--- src/rtl/rtx_once_reasm.sv ---
module rtx_once_reasm #(
  parameter int NSLOT      = 4,
  parameter int PEND_DEPTH = 4,
  parameter int SRC_W      = 4,
  parameter int REQ_W      = 4
) (
  input  logic              clk,
  input  logic              rst_n,
  input  logic              flit_valid,
  input  logic              flit_head,
  input  logic [SRC_W-1:0]  flit_src,
  input  logic [REQ_W-1:0]  flit_req,
  output logic              flit_accept,
  output logic [$clog2(NSLOT)-1:0] flit_slot,
  input  logic              release_valid,
  input  logic [$clog2(NSLOT)-1:0] release_slot,
  output logic              rtx_valid,
  input  logic              rtx_ready,
  output logic [SRC_W-1:0]  rtx_src,
  output logic [REQ_W-1:0]  rtx_req
);
  localparam int SLOT_W = $clog2(NSLOT);
  localparam int TAG_W  = SRC_W + REQ_W;
  localparam int PTR_W  = (PEND_DEPTH > 1) ? $clog2(PEND_DEPTH) : 1;
  localparam logic [1:0] S_FREE = 2'd0, S_RSVD = 2'd1, S_BUSY = 2'd2;

  logic [1:0]       st_q   [NSLOT];
  logic [TAG_W-1:0] stag_q [NSLOT];
  logic [TAG_W-1:0] ptag_q [PEND_DEPTH];
  logic             pv_q   [PEND_DEPTH];
  logic [PTR_W-1:0] rd_q, wr_q;
  logic [TAG_W-1:0] rtag_q;

  wire [TAG_W-1:0] tag   = {flit_src, flit_req};
  wire             empty = !pv_q[rd_q];
  wire             full  = pv_q[wr_q];

  logic rs_hit, bz_hit, fr_hit, dup;
  logic [SLOT_W-1:0] rs_idx, bz_idx, fr_idx;

  always_comb begin
    rs_hit = 1'b0; bz_hit = 1'b0; fr_hit = 1'b0; dup = 1'b0;
    rs_idx = '0;   bz_idx = '0;   fr_idx = '0;
    for (int i = NSLOT - 1; i >= 0; i--) begin
      if (st_q[i] == S_FREE) begin
        fr_hit = 1'b1; fr_idx = SLOT_W'(i);
      end
      if (st_q[i] == S_RSVD && stag_q[i] == tag) begin
        rs_hit = 1'b1; rs_idx = SLOT_W'(i);
      end
      if (st_q[i] == S_BUSY && stag_q[i] == tag) begin
        bz_hit = 1'b1; bz_idx = SLOT_W'(i);
      end
    end
    for (int k = 0; k < PEND_DEPTH; k++)
      if (pv_q[k] && ptag_q[k] == tag) dup = 1'b1;
  end

  wire head      = flit_valid && flit_head;
  wire take_rs   = head && rs_hit;
  wire take_fr   = head && !rs_hit && empty && fr_hit;
  wire take_body = flit_valid && !flit_head && bz_hit;
  wire push_want = head && !rs_hit && !(empty && fr_hit) && !dup;
  wire push      = push_want && !full;
  wire reserve   = !empty && fr_hit && !rtx_valid;

  assign flit_accept = take_rs || take_fr || take_body;
  assign flit_slot   = take_rs ? rs_idx : take_fr ? fr_idx : take_body ? bz_idx : '0;
  assign {rtx_src, rtx_req} = rtag_q;

  function automatic logic [PTR_W-1:0] nxt(input logic [PTR_W-1:0] p);
    return (p == PTR_W'(PEND_DEPTH - 1)) ? '0 : p + 1'b1;
  endfunction

  always_ff @(posedge clk or negedge rst_n) begin
    if (!rst_n) begin
      for (int i = 0; i < NSLOT; i++) begin
        st_q[i] <= S_FREE; stag_q[i] <= '0;
      end
      for (int k = 0; k < PEND_DEPTH; k++) begin
        pv_q[k] <= 1'b0; ptag_q[k] <= '0;
      end
      rd_q <= '0; wr_q <= '0;
      rtx_valid <= 1'b0; rtag_q <= '0;
    end else begin
      for (int i = 0; i < NSLOT; i++) begin
        if (release_valid && release_slot == SLOT_W'(i) && st_q[i] == S_BUSY)
          st_q[i] <= S_FREE;
        if (reserve && fr_idx == SLOT_W'(i)) begin
          st_q[i] <= S_RSVD; stag_q[i] <= ptag_q[rd_q];
        end
        if ((take_rs || take_fr) && flit_slot == SLOT_W'(i)) begin
          st_q[i] <= S_BUSY; stag_q[i] <= tag;
        end
      end
      if (reserve) begin
        pv_q[rd_q] <= 1'b0; rd_q <= nxt(rd_q);
        rtx_valid <= 1'b1;  rtag_q <= ptag_q[rd_q];
      end else if (rtx_ready) begin
        rtx_valid <= 1'b0;
      end
      if (push) begin
        pv_q[wr_q] <= 1'b1; ptag_q[wr_q] <= tag; wr_q <= nxt(wr_q);
      end
    end
  end


  reset_idle_chk: assert property (@(posedge clk) !rst_n |=> !rtx_valid);

  no_overflow_chk: assert property (@(posedge clk) disable iff (!rst_n)
    !(push_want && full));

  rtx_hold_chk: assert property (@(posedge clk) disable iff (!rst_n)
    rtx_valid && !rtx_ready |=> rtx_valid && $stable(rtx_src) && $stable(rtx_req));

  admit_held_chk: assert property (@(posedge clk) disable iff (!rst_n)
    flit_valid && flit_head && flit_accept |=> st_q[$past(flit_slot)] == S_BUSY);

  release_free_chk: assert property (@(posedge clk) disable iff (!rst_n)
    release_valid && st_q[release_slot] == S_BUSY |=> st_q[$past(release_slot)] == S_FREE);
endmodule

--- config.mk ---
export PLATFORM = sky130hd
export DESIGN_NAME = rtx_once_reasm
export DESIGN_NICKNAME = d
export VERILOG_FILES = /design/src/rtl/rtx_once_reasm.sv
export SDC_FILE = /design/constraint.sdc
export NUM_CORES = 1
export LEC_CHECK = 0
export BUFFER_PORTS_ARGS = -buffer_cell sky130_fd_sc_hd__buf_2
export CORE_MARGIN = 2
export CORE_UTILIZATION = 60
export CTS_CLUSTER_SIZE = 12
export DETAILED_ROUTE_END_ITERATION = 12
export GPL_ROUTABILITY_DRIVEN = 0
export GPL_TIMING_DRIVEN = 0
export PLACE_DENSITY = 0.83
export SYNTH_ARGS = -nofsm -noshare
export SYNTH_HDL_FRONTEND = slang
export SYNTH_SLANG_ARGS = --single-unit
--- constraint.sdc ---
create_clock -name clk -period 7.45 [get_ports clk]
set_input_delay 1.49 -clock clk [delete_from_list [all_inputs] [get_ports clk]]
set_output_delay 1.49 -clock clk [all_outputs]
set_load 0.05 [all_outputs]
== Word level (Yosys, flattened, before mapping) ==
Cells that the tools add are included.
W data, S select, Z words.

* Register bits after elaboration: 89
* Input port bits: 16
* Word-level logic and storage cells: 199

* Add/sub/neg operators: 2
* Magnitude comparators: 4
* Equality and inequality tests: 27
* Multiplexer cells: 73
* Bitwise logic cells: 5
* Reduce and logical (&&, ||, !) cells: 68

{| class="wikitable"
|+ Operators with widths
! kind !! count
|-
| $mux W8 || 11
|-
| $eq A8 B8 Y1 || 8
|-
| $mux W2 || 29
|-
| $logic_and A1 B1 Y1 || 43
|-
| $bwmux W32 || 1
|-
| $eq A2 B2 Y1 const B || 12
|-
| $mux W1 || 24
|-
| $bmux W8 S2 || 1
|-
| $demux W8 S2 || 1
|-
| $eq A2 B1 Y1 const B || 7
|-
| $logic_not A2 Y1 || 7
|-
| $reduce_bool A3 Y1 || 4
|-
| $reduce_bool A2 Y1 || 5
|-
| $mux W4 || 2
|-
| $logic_not A1 Y1 || 7
|-
| $ge A3 B3 Y1 const B || 2
|-
| $lt A3 B1 Y1 const B || 2
|-
| $not A2 Y3 || 2
|-
| $add A2 B1 Y2 const B || 2
|-
| $and A4 B4 Y4 || 1
|-
| $bmux W1 S2 || 2
|-
| $demux W1 S2 || 2
|-
| $not A4 Y4 || 1
|-
| $or A4 B4 Y4 || 1
|-
| $logic_or A1 B1 Y1 || 2
|}

== Logic depth before layout (Yosys ltp) ==
Gate-level depths: netlist (run 1).

* Depth after elaboration: 15
* Depth in mapped cells: 9
* Mapped depth without buffers: 8

== Worst setup path after synthesis (run 1) ==
No wires, ideal clock.

* Path kind: in2out
* Start point: input flit_req[0]
* End point: output flit_accept
* Arrival: 4023 ps
* Setup slack: 1937 ps
* Cell stages on the path: 7
* Path buffers: 1
* Cell sequence: buf_4 > xnor2_1 > nand4_1 > nor4b_1 > or4_4 > nor2_1 > a221oi_1

* Word-level cells in the longest chain between the ends: 12
* Elaborated cells on any way between the ends: 28
* Those cells by class: 4 x eq/ne; 8 x mux; 16 x reduce/logical

{| class="wikitable"
|+ RTL lines
! element !! line !! text
|-
| start, declared || 12 || <nowiki>input logic [REQ_W-1:0] flit_req,</nowiki>
|-
| $eq A8 B8 Y1 || 48, 51 ||
|-
| $logic_and A1 B1 Y1 || 48 || <nowiki>if (st_q[i] == S_RSVD && stag_q[i] == tag) begin</nowiki>
|-
| $mux W1 (4 in series) || 48 ||
|-
| $logic_not A1 Y1 || 61 || <nowiki>wire take_fr = head && !rs_hit && empty && fr_hit;</nowiki>
|-
| $logic_and A1 B1 Y1 (3 in series) || 61 ||
|-
| $logic_or A1 B1 Y1 || 67 || <nowiki>assign flit_accept = take_rs || take_fr || take_body;</nowiki>
|-
| $logic_or A1 B1 Y1 (*) || 67 ||
|-
| end, declared || 13 || <nowiki>output logic flit_accept,</nowiki>
|}

Every way passes the cells marked *; elsewhere a longest branch is shown, timed or not.

== Worst setup path after layout (run 1) ==
* Start point: input flit_req[3]
* End point: output flit_accept

Same word-level chain as after synthesis.

==> results of run 1 <==
cell families after synthesis:
logic type / synth area share [%]
AO/OA/AOI/OAI: 11.6
XOR/XNOR: 11.2
adder cells (fa/ha/maj): 2.01
buffers and inverters: 3.24
flip-flops: 44.6
multiplexers: 13.8
AND/OR/NAND/NOR: 13.5
registers in the layout (all words and copies together) (netlist names):
signal / flops
st_q: 8
pv_q: 4
stag_q: 32
rtx_valid: 1
ptag_q: 32
rtag_q: 8
rd_q: 2
wr_q: 2
placed cells by master (no fill, tap or decap), types with 11 or more instances in the layout:
| master | netlist | layout |
|---|---|---|
| dfrtp_1 | 89 | 89 |
| buf_2 | 0 | 18 |
| mux2_2 | 41 | 41 |
| clkbuf_1 | 12 | 13 |
| xor2_1 | 44 | 44 |
| xnor2_1 | 20 | 20 |
| clkbuf_8 | 0 | 11 |
| inv_1 | 13 | 13 |
| and2_1 | 25 | 25 |
| a221o_1 | 32 | 32 |
| nand2_1 | 15 | 15 |
| o21ai_0 | 11 | 11 |
power by group:
group	switching, mW	internal [mW]	total, mW
clock	0.179	0.208	0.388
sequential	0.189	0.689	0.878
combinational	0.560	0.460	1.02
layer usage:
metal / global-route usage, % / share of wire (%) / vias to the layer above
li1: - / - / 1626
met1: 40.0 / 41 / 1874
met2: 47.7 / 49 / 175
met3: 6.56 / 6.7 / 35
met4: 16.2 / 3.7 / 0
met5: 0 / 0 / -
area by class of cell:
cell class                      instances  area, um2  area share, %
Multi-Input combinational cell        302       2600           47.5
Sequential cell                        89       2230           40.7
Clock buffer                           12        155           2.83
Tap cell                              105        131           2.40
Timing Repair Buffer                   20        125           2.29
Buffer                                 21        109           1.99
Clock inverter                          4       73.8           1.35
Inverter                               14       52.6          0.960
final timing paths:
path / cells after the start / end / slack, ns / from
min: 1 / rtag_q[6] / 0.51 / rtag_q[6]
max: 8 / flit_accept / 2.19 / flit_req[3]
min reg2reg: 1 / rtag_q[6] / 0.51 / rtag_q[6]
min in group asynchronous: 1 / st_q[6] / 1.07 / rst_n
max in group asynchronous: 2 / pv_q[0] / 5.75 / rst_n
max reg2reg: 7 / stag_q[30] / 4.38 / stag_q[3]
==> flow_summary.yaml, run 1 <==
clock_tree:
  holdBufCountCts: 0
  clk_latency_ns: 0.38
  ctsResizeCount: 0
  root_buffer: "clkbuf_8"
  path_clk_slew_ns: 0.09
  post_cts_buffers: 0
  cts.sinks: 89
  h-tree-depth: 3
  cts_tree: "yes"
  clk_path_buf_depth: 2
  cts_buffers: 9
hold_path:
  min_path_type: "flip-flop to flip-flop"
yosys:
  synth_commonest_cells: "dfrtp_1, xor2_1, mux2_2, a221o_1, and2_1"
  netlist-cell-type-count: 53
  syn_area_per_cell_um2: 11.7
  yosysTopAreaCellShare_pct: 44.6
  ys_ff_latch: 89
  syn-num-nets: 450
  syn_area_mm2: 0.00499
  synth_ff_type: "dfrtp_1"
  synth.most_common_cell: "dfrtp_1"
  syn_inst: 426
  synth-async-reset-ratio_pct: 100
  ys_top_cells_by_area: "dfrtp_1, mux2_2, xor2_1"
  synth_edf_count: 0
  synth_seq_area_share_pct: 44.6
  synth_top_area_cell: "dfrtp_1"
  yosys_warnings: 0
cells_and_area:
  syn_to_final_growth_pct: 9.73
  layoutNonFillerInstCount: 567
  utilization_pct: 67.3
  final_net_count: 481
  drive_gt1_share_pct: 23.4
  num_antenna_cells: 0
  fin_area_mm2: 0.00547
  fillerInstances: 605
sta:
  hold_viol_final: 0
  timing.final.max_slew_violations: 0
  whs_ns: 0.507
  finalWorstSetupSlack_ns: 2.19
  clock_skew_ns: 0.0139
  fmax_mhz: 190
  tightest_slew_ns: 1.27
  fin_crit_ns: 5.26
  fin_setup_tns_ns: 0
  fin_crit_sh_pct: 70.6
  slew_headroom_pct: 14.6
  rsz0062_at_grt: "false"
  setup_violations: 0
setup_path:
  end_kind: "primary output"
  crit_required_ns: 5.96
  critPathMaxFanout: 7
  critPathBufInv: 2
  cp_cell_sequence: "buf_4 -> xnor2_1 -> nand4_1 -> nor4b_1 -> or4_4 -> nor2_1 -> a221oi_1 -> buf_2"
  crit_arrival_ns: 3.77
  crit_family: "simple AND/OR/NAND/NOR gates"
  crit_type: "primary input to primary output"
  startpoint_type: "primary input"
  worst_path_largest_cell_delay_ns: 0.82
  crit_slowest_cell: "nor4b_1"
floorplan:
  die_area_mm2: 0.00906
  placementRows: 33
  boundaryPins: 28
  coreArea_mm2: 0.00813
  initial_core_util_pct: 61.3
  chipHeight_um: 95.2
  die_w_um: 95.2
detailed_routing:
  drc: 0
  wirelength_um: 12500
  ant_nets: 0
  routed_via_density: 6.54
  wl_per_cell_um: 22.1
  drt_first_pass_iters: 5
  drt_iter0_markers: 255
  vias: 3710
global_routing:
  gr-total-overflow: 0
  gr-usage-all-layers_pct: 30.5
  grt_pass1_vias: 3797
  grt_pass1_wl_um: 20200
  grt_start_max_net_pins: 53
  antenna_found_initial: 0
place:
  dpl.hpwl_um: 8790
  dp_cells: 551
  pre_cts_ws_ns: 2.24
  dpl-instance-area_mm2: 0.00525
  io_buffer_count: 19
power:
  p_per_area_mw_per_mm2: 417
  leakagePower_nw: 2.46
  peakVddDrop_v: 0.000221
  p_total_mw: 2.29
run:
  drv_cap: 0
outcome:
  status: "finished clean"
No activity file was read; power rests on OpenSTA's default activity.
==> inputs of run 2 (changes only) <==
--- a/config.mk
+++ b/config.mk
@@ -7,12 +7,12 @@
 export LEC_CHECK = 0
 export BUFFER_PORTS_ARGS = -buffer_cell sky130_fd_sc_hd__buf_2
 export CORE_MARGIN = 2
-export CORE_UTILIZATION = 60
+export CORE_UTILIZATION = 55
 export CTS_CLUSTER_SIZE = 12
 export DETAILED_ROUTE_END_ITERATION = 12
 export GPL_ROUTABILITY_DRIVEN = 0
 export GPL_TIMING_DRIVEN = 0
-export PLACE_DENSITY = 0.83
+export PLACE_DENSITY = 0.8
 export SYNTH_ARGS = -nofsm -noshare
 export SYNTH_HDL_FRONTEND = slang
 export SYNTH_SLANG_ARGS = --single-unit
==> constraint.sdc (replaced) <==
create_clock -name clk -period 4.82 [get_ports clk]
set_input_delay 0.964 -clock clk [delete_from_list [all_inputs] [get_ports clk]]
set_output_delay 0.964 -clock clk [all_outputs]
set_load 0.05 [all_outputs]
==> run 2 against run 1 <==
Sequential power rose by 55%. Wire length grew 3.3%. Non-clock buffer count stayed put. Sequential share of layout area is essentially flat. Combinational power grew 56%. Global-route usage fell by 2.7 points. Total power rose by 56%. Cell count increased by 0.18%. Design area hardly changed. Clock skew rose by 0.0027 ns. Critical path depth unchanged.
==> flow_summary.yaml, run 2 (same netlist as run 1, synthesis figures left out) <==
clock_tree:
  clk_latency_ns: 0.37
  h-tree-depth: 3
  holdBufCountCts: 0
  cts.sinks: 89
  cts_buffers: 9
  path_clk_slew_ns: 0.09
  clk_path_buf_depth: 2
  ctsResizeCount: 0
  post_cts_buffers: 0
  root_buffer: "clkbuf_8"
  cts_tree: "yes"
detailed_routing:
  wl_per_cell_um: 22.8
  drt_iter0_markers: 262
  drt_first_pass_iters: 5
  vias: 3762
  routed_via_density: 6.62
  ant_nets: 0
  drc: 0
  wirelength_um: 12900
setup_path:
  critPathBufInv: 2
  end_kind: "primary output"
  crit_family: "simple AND/OR/NAND/NOR gates"
  worst_path_largest_cell_delay_ns: 0.90
  critPathMaxFanout: 7
  crit_type: "primary input to primary output"
  crit_arrival_ns: 3.29
  crit_slowest_cell: "nor4b_1"
  crit_required_ns: 3.86
  worst-r2r-setup-slack_ns: 1.71
  cp_cell_sequence: "buf_4 -> xnor2_1 -> nand4_1 -> nor4b_1 -> or4_4 -> nor2_1 -> a221oi_1 -> buf_2"
  startpoint_type: "primary input"
cells_and_area:
  top_regs: "ptag_q (32), stag_q (32)"
  final_net_count: 481
  mostFrequentLayoutCell: "dfrtp_1"
  fillerInstances: 724
  regArea_mm2: 0.00223
  layoutNonFillerInstCount: 568
  syn_to_final_growth_pct: 9.83
  layout_common_cells: "dfrtp_1, xor2_1, mux2_2"
  num_antenna_cells: 0
  multi_input_comb_area_mm2: 0.00260
  drive_gt1_share_pct: 23.3
sta:
  timing.final.max_slew_violations: 0
  hold_viol_final: 0
  fin_crit_sh_pct: 88.2
  slew_headroom_pct: 15.0
  rsz0062_at_grt: "false"
  fin_setup_tns_ns: 0
  fin_crit_ns: 4.25
  tightest_slew_ns: 1.27
  clock_skew_ns: 0.0165
  fmax_mhz: 235
  setup_violations: 0
global_routing:
  grt_pass1_vias: 3844
  gr-total-overflow: 0
  gr-usage-all-layers_pct: 27.7
  grt_start_max_net_pins: 72
  grt_pass1_wl_um: 20600
  antenna_found_initial: 0
place:
  dpl.hpwl_um: 8960
  dp_cells: 554
  io_buffer_count: 19
floorplan:
  boundaryPins: 28
  chipHeight_um: 99.2
  placementRows: 34
  die_area_mm2: 0.00985
  die_w_um: 99.2
  initial_core_util_pct: 56.9
  coreArea_mm2: 0.00876
power:
  leakagePower_nw: 2.45
  p_total_mw: 3.56
  peakVddDrop_v: 0.000354
  p_per_area_mw_per_mm2: 650
outcome:
  status: "finished clean"
hold_path:
  min_path_type: "primary input to asynchronous set/reset pin"
run:
  drv_cap: 0
[run 2: per-stage QoR]
step                hold WS, ns  utilization (%)  setup WS (ns)  cell area, um2
floorplan                 0.483                -          0.359            4990
global placement          0.483             59.6          0.820            5220
detailed placement        0.490             59.9          0.660            5250
CTS                       0.476             62.5          0.656            5480
global route              0.475             62.5          0.498            5480
finish                    0.464             62.5          0.568            5480
[run 2: worst paths after layout]
check / startpoint / to / cells past startpoint
min in group clk: rtag_q[6] / rtag_q[6] / 1
hold reg to reg: rtag_q[6] / rtag_q[6] / 1
max in group asynchronous: rst_n / stag_q[10] / 2
setup reg to reg: stag_q[1] / stag_q[30] / 7
hold / removal: rst_n / st_q[7] / 1
setup / recovery: flit_req[3] / flit_accept / 8
[run 2: metal layers]
layer / up-vias / track usage [%] / wire length, um / share of wire [%]
li1: 1623 / - / - / -
met1: 1919 / 35.2 / 5130 / 40
met2: 185 / 46.5 / 6500 / 50
met3: 35 / 5.27 / 925 / 7.1
met4: 0 / 12.3 / 385 / 3.0
met5: - / 0 / 0 / 0
[run 2: report_power, final]
part,internal [mW],switching [mW]
combinational,0.711,0.879
clock,0.340,0.271
sequential,1.06,0.297
[run 2: final cells by class]
class,instances,share of cell area (%)
buffer,21,1.99
timing repair buffer,20,2.28
clock inverter,5,1.94
sequential,89,40.6
inverter,14,0.959
multi-input combinational,302,47.5
clock buffer,9,2.26
tap,108,2.47
